--- src/rtl/cirtx_pkg.sv ---
package cirtx_pkg;

  localparam int unsigned SUBS_PER_CARRIER = 12;
  localparam int unsigned PHASE_W          = 4;

  typedef enum logic [1:0] {
    DUTY_3_OF_12 = 2'b00,
    DUTY_4_OF_12 = 2'b01,
    DUTY_5_OF_12 = 2'b10,
    DUTY_6_OF_12 = 2'b11
  } duty_e;

  // Number of leading high sub-periods in one carrier period.
  function automatic logic [PHASE_W-1:0] high_subs(duty_e m);
    case (m)
      DUTY_3_OF_12: return PHASE_W'(3);
      DUTY_4_OF_12: return PHASE_W'(4);
      DUTY_5_OF_12: return PHASE_W'(5);
      default:      return PHASE_W'(6);
    endcase
  endfunction

endpackage

--- src/rtl/cirtx_phase.sv ---
// Sub-period counter inside one carrier period.
module cirtx_phase
  import cirtx_pkg::*;
#(
  parameter int unsigned SUBS = SUBS_PER_CARRIER
) (
  input  logic               clk,
  input  logic               rst,
  input  logic               tick,
  input  logic               run_i,
  output logic [PHASE_W-1:0] phase_o,
  output logic               wrap_o
);
  localparam logic [PHASE_W-1:0] LAST = PHASE_W'(SUBS - 1);

  logic [PHASE_W-1:0] phase_q;

  assign wrap_o  = tick && run_i && (phase_q == LAST);
  assign phase_o = phase_q;

  always_ff @(posedge clk) begin
    if (rst) begin
      phase_q <= '0;
    end else if (tick && run_i) begin
      phase_q <= (phase_q == LAST) ? '0 : phase_q + 1'b1;
    end
  end
endmodule

--- src/rtl/cirtx_bitseq.sv ---
// Counts carrier periods within a bit and bits within a byte.
module cirtx_bitseq #(
  parameter int unsigned DATA_W = 8,
  parameter int unsigned CNT_W  = 8
) (
  input  logic             clk,
  input  logic             rst,
  input  logic             load_i,
  input  logic             wrap_i,
  input  logic [CNT_W-1:0] tlen_m1_i,
  output logic             bit_end_o,
  output logic             byte_end_o
);
  localparam int unsigned BIDX_W = (DATA_W > 1) ? $clog2(DATA_W) : 1;
  localparam logic [BIDX_W-1:0] LAST_BIT = BIDX_W'(DATA_W - 1);

  logic [CNT_W-1:0]  pcnt_q;
  logic [BIDX_W-1:0] bidx_q;

  assign bit_end_o  = wrap_i && (pcnt_q == tlen_m1_i);
  assign byte_end_o = bit_end_o && (bidx_q == LAST_BIT);

  always_ff @(posedge clk) begin
    if (rst || load_i) begin
      pcnt_q <= '0;
      bidx_q <= '0;
    end else if (wrap_i) begin
      if (bit_end_o) begin
        pcnt_q <= '0;
        bidx_q <= bidx_q + 1'b1;
      end else begin
        pcnt_q <= pcnt_q + 1'b1;
      end
    end
  end
endmodule

--- src/rtl/cirtx_frame.sv ---
// Holds the byte in flight and the settings captured with it.
module cirtx_frame
  import cirtx_pkg::*;
#(
  parameter int unsigned DATA_W = 8,
  parameter int unsigned CNT_W  = 8
) (
  input  logic              clk,
  input  logic              rst,
  input  logic              load_i,
  input  logic              bit_end_i,
  input  logic [DATA_W-1:0] data_i,
  input  duty_e             mode_i,
  input  logic [CNT_W-1:0]  tlen_i,
  output logic              cur_bit_o,
  output duty_e             mode_o,
  output logic [CNT_W-1:0]  tlen_m1_o
);
  logic [DATA_W-1:0] shreg_q;
  duty_e             mode_q;
  logic [CNT_W-1:0]  tlen_m1_q;

  assign cur_bit_o = shreg_q[0];
  assign mode_o    = mode_q;
  assign tlen_m1_o = tlen_m1_q;

  always_ff @(posedge clk) begin
    if (rst) begin
      shreg_q   <= '0;
      mode_q    <= DUTY_3_OF_12;
      tlen_m1_q <= '0;
    end else if (load_i) begin
      shreg_q   <= data_i;
      mode_q    <= mode_i;
      tlen_m1_q <= (tlen_i == '0) ? '0 : tlen_i - 1'b1;
    end else if (bit_end_i) begin
      shreg_q   <= shreg_q >> 1;
    end
  end
endmodule

--- src/rtl/cirtx_modulator.sv ---
module cirtx_modulator
  import cirtx_pkg::*;
#(
  parameter int unsigned DATA_W = 8,
  parameter int unsigned CNT_W  = 8
) (
  input  logic              clk,
  input  logic              rst,
  input  logic              tick,
  input  logic [1:0]        duty_mode,
  input  logic [CNT_W-1:0]  bit_periods,
  input  logic              in_valid,
  input  logic [DATA_W-1:0] in_data,
  output logic              in_ready,
  output logic              ir_out,
  output logic              busy
);
  logic               active_q;
  logic               ir_q;
  logic [PHASE_W-1:0] phase;
  logic               wrap;
  logic               bit_end;
  logic               byte_end;
  logic               load;
  logic               cur_bit;
  duty_e              mode_cur;
  logic [CNT_W-1:0]   tlen_m1;

  assign in_ready = tick && (!active_q || byte_end);
  assign load     = in_ready && in_valid;

  cirtx_phase #(.SUBS(SUBS_PER_CARRIER)) u_phase (
    .clk     (clk),
    .rst     (rst),
    .tick    (tick),
    .run_i   (active_q),
    .phase_o (phase),
    .wrap_o  (wrap)
  );

  cirtx_bitseq #(.DATA_W(DATA_W), .CNT_W(CNT_W)) u_bitseq (
    .clk        (clk),
    .rst        (rst),
    .load_i     (load),
    .wrap_i     (wrap),
    .tlen_m1_i  (tlen_m1),
    .bit_end_o  (bit_end),
    .byte_end_o (byte_end)
  );

  cirtx_frame #(.DATA_W(DATA_W), .CNT_W(CNT_W)) u_frame (
    .clk       (clk),
    .rst       (rst),
    .load_i    (load),
    .bit_end_i (bit_end),
    .data_i    (in_data),
    .mode_i    (duty_e'(duty_mode)),
    .tlen_i    (bit_periods),
    .cur_bit_o (cur_bit),
    .mode_o    (mode_cur),
    .tlen_m1_o (tlen_m1)
  );

  always_ff @(posedge clk) begin
    if (rst) begin
      active_q <= 1'b0;
      ir_q     <= 1'b0;
    end else begin
      if (load)          active_q <= 1'b1;
      else if (byte_end) active_q <= 1'b0;
      ir_q <= active_q && cur_bit && (phase < high_subs(mode_cur));
    end
  end

  assign ir_out = ir_q;
  assign busy   = active_q;
endmodule

--- config.mk ---
export PLATFORM = sky130hd
export DESIGN_NAME = cirtx_modulator
export DESIGN_NICKNAME = d
export VERILOG_FILES = /design/src/rtl/cirtx_pkg.sv /design/src/rtl/cirtx_phase.sv /design/src/rtl/cirtx_bitseq.sv /design/src/rtl/cirtx_frame.sv /design/src/rtl/cirtx_modulator.sv
export SDC_FILE = /design/constraint.sdc
export NUM_CORES = 1
export LEC_CHECK = 0
export CAP_MARGIN = 20
export CORE_MARGIN = 3
export CORE_UTILIZATION = 58
export DETAILED_ROUTE_END_ITERATION = 12
export GPL_TIMING_DRIVEN = 0
export HOLD_SLACK_MARGIN = 0.1
export PLACE_DENSITY_LB_ADDON = 0.1
export SLEW_MARGIN = 20
export SYNTH_ARGS = -nofsm -noshare
export SYNTH_HDL_FRONTEND = slang
export SYNTH_SLANG_ARGS = --single-unit
--- constraint.sdc ---
create_clock -name clk -period 2.75 [get_ports clk]
set_input_delay 0.275 -clock clk [delete_from_list [all_inputs] [get_ports clk]]
set_output_delay 0.275 -clock clk [all_outputs]
set_load 0.05 [all_outputs]
==> impl_metrics.csv <==
group,metric,value,unit
power_and_ir_drop,p_seq_frac,0.559,
sta,layout_min_cycle_time,2.48,ns
sta,setup-tns-final,0,ns
cts,post_cts_buffers,0,
cts,cts_max_level,2,
cts,hold_buffers,0,
cts,cts_tree,"yes",
yosys,synth_largest_area_cell,"dfxtp_1",
sta,setup_viol,0,
yosys,yosysWarnings,0,
run,cap_violations,0,
cts,cts-root-buf,"clkbuf_4",
detailed_routing,met3_length,196,um
critical_path,cp_max_fo,8,
finish,fin_nets,251,
sta,skew,0.00558,ns
yosys,syn_nets,220,
cts,clk_pin_slew,0.10,ns
finish,final_area,2130,um2
sta,drv_slew,0,
cts,clk_path_buf_depth,2,
floorplan,pin_count,25,
power_and_ir_drop,combPwrFrac,0.151,
critical_path,cp.arrival,2.21,ns
critical_path,critPathLaunchType,"flip-flop",
status,outcome,"finished, final reports clean",
cts,cts_resized,1,
power_and_ir_drop,netSwitchingFraction,0.260,
yosys,ys_async_sr_fraction,0,
global_routing,grt_pass1_wl,6.00,mm
finish,drive_gt1_frac,0.0909,
power_and_ir_drop,p_per_area,451,nW/um2
place,place_congestion,0.758,
yosys,synth_cell_type_count,36,
place,dp_hpwl,2.80,mm
power_and_ir_drop,vdd_drop_max,0.000331,V
power_and_ir_drop,p_leak,0.888,nW
floorplan,die_h,61.7,um
floorplan,die_area,3810,um2
place,port_buffers,24,
yosys,ys_ff_latch,35,
global_routing,grt_usage,0.219,
yosys,yosysSeqAreaShare,0.389,
yosys,netlist_area,1800,um2
global_routing,grt-ovfl-total,0,
sta,rsz0062_at_grt,"false",
detailed_routing,firstDrtPassIters,4,
power_and_ir_drop,p_sw,0.250,mW
cts,numCtsBuffers,5,
global_routing,antenna_found_initial,0,
yosys,synth-edff-count,0,
power_and_ir_drop,p_int,0.711,mW
detailed_routing,antenna_violating_nets_post_route,0,
critical_path,crit_path_end_kind,"output pin",
detailed_routing,highest_layer,"met4",
finish,diodes,0,
sta,max_clock_freq,403,MHz
finish,area_delta_synth_final,18.3,%
detailed_routing,wire_per_inst,14.2,um
yosys,ys.flop_type,"dfxtp_1",
detailed_routing,routedLengthMet1,1.59,mm
detailed_routing,drtIter0Drc,65,
yosys,netlist_instances,189,
floorplan,core-area,2850,um2
global_routing,grt_pass1_vias,1380,
detailed_routing,drc,0,
yosys,synth_top_area_frac,0.389,
power_and_ir_drop,clkPwrFrac,0.290,
detailed_routing,vias,1439,
detailed_routing,wl,3.56,mm
sta,hold_violations,0,
yosys,syn_area_per_cell,9.53,um2
yosys,synth.area.top_cells,"dfxtp_1 39%, xor2_1 7.8%, ha_1 6.3%",
sta,tightest_slew,0.524,ns
sta,finalCritPeriodShare,0.902,
floorplan,die_width,61.7,um
floorplan,initial_core_util,0.631,
critical_path,crit_type,"reg -> out",
detailed_routing,via_per_inst,5.73,
sta,fin_hold_ws,0.481,ns
place,placed_cell_area,2080,um2
global_routing,grt_max_degree,11,
yosys,synth.most_common_cell,"dfxtp_1",
sta,relSlewSlack,0.651,
cts,cts_num_sinks,35,
cts,clk_latency,0.34,ns
critical_path,cp.required,2.48,ns
floorplan,row_count,19,
hold_path,worst_hold_path_type,"in -> reg",
detailed_routing,met2WireLength,1.74,mm
yosys,synth_commonest_cells,"35 x dfxtp_1, 18 x nor2_1, 16 x xor2_1",
## critical path, stage by stage, from the launching register on
cell and delay, ns:
dfxtp_1 0.42, ha_1 0.18, and3_4 0.21, and2_1 0.11, buf_2 0.18, a41o_1 0.20, buf_6 0.15, and2_1 0.14
clkbuf_2 0.27
## flip-flops by register name, summed over array words and instances (netlist names)
register and cells:
u_frame.mode_o 2, u_frame.tlen_m1_o 8, busy 1, u_phase.phase_o 4, u_bitseq.pcnt_q 8, u_frame.shreg_q 8
ir_out 1, u_bitseq.bidx_q 3
## area by class of cell
type | instances | area, um2
flip-flops and latches | 35 | 701
clock inverters | 1 | 5.00
inverters | 6 | 22.5
well taps | 31 | 38.8
plain buffers | 7 | 43.8
multi-input cells | 141 | 1030
clock buffers | 6 | 51.3
fillers | 215 | 722
repair buffers | 24 | 235
## stage by stage
| step | std cells | util | total power [mW] | worst slack [ns] |
|---|---|---|---|---|
| global route | 251 | 0.747 | 1.02 | 0.188 |
| CTS | 251 | 0.748 | 0.965 | 0.0268 |
| detailed placement | 244 | 0.729 | 0.695 | -0.193 |
| finish | 251 | 0.747 | 0.961 | 0.269 |
| global placement | 244 | 0.729 | 0.686 | -0.160 |
| floorplan | 189 | - | 0.634 | 0.447 |
## power groups by stage
stage | combinational (mW) | clock (mW) | sequential (mW)
6_report | 0.145 | 0.279 | 0.537
3_3_place_gp | 0.138 | 0 | 0.548
2_1_floorplan | 0.0848 | 0 | 0.549
5_1_grt | 0.159 | 0.321 | 0.539
3_5_place_dp | 0.146 | 0 | 0.548
4_1_cts | 0.146 | 0.282 | 0.537
## cell usage in the layout (no fill, tap or decap), types with 2 or more instances in the layout
master	synthesis	layout
nand2b_1	2	2
dfxtp_1	35	35
a21oi_1	15	15
and2_1	4	4
nor4_4	2	2
clkbuf_4	0	5
nand3_1	6	6
nand4_1	3	3
o211ai_1	2	2
nor4_1	2	2
o31ai_1	7	7
clkdlybuf4s50_1	0	23
xor2_1	16	16
buf_6	2	2
mux2i_1	10	10
clkbuf_1	3	3
nor3_1	4	4
o2bb2ai_1	8	8
nor2_1	18	18
nand2_1	11	11
buf_2	2	2
ha_1	9	9
inv_1	5	5
xnor2_1	7	7
o21ai_0	3	3
## layer usage
metal | vias to the layer above | global-route usage
li1 | 738 | -
met1 | 663 | 0.264
met2 | 33 | 0.354
met4 | 0 | 0.0667
met5 | - | 0
met3 | 5 | 0.0950
## path summary, 6_finish.rpt
kind | from | to | slack [ns] | cells past startpoint
hold / removal | duty_mode[1] | u_frame.mode_o[1] | 0.48 | 3
setup reg to reg | u_phase.phase_o[0] | u_frame.shreg_q[5] | 0.81 | 8
setup / recovery | u_phase.phase_o[0] | in_ready | 0.27 | 8
hold reg to reg | u_frame.shreg_q[0] | ir_out | 0.48 | 2
## cells by family (layout without fill, tap and decap cells)
family / Yosys count / in the layout / share of synthesized area
XOR/XNOR: 23 / 23 / 0.112
multiplexers: 10 / 10 / 0.0556
adder cells (fa/ha/maj): 9 / 9 / 0.0625
flip-flops: 35 / 35 / 0.389
AO/OA/AOI/OAI: 41 / 41 / 0.161
AND/OR/NAND/NOR: 58 / 58 / 0.183
buffers and inverters: 13 / 44 / 0.0368
No activity file was read; power rests on OpenSTA's default activity.
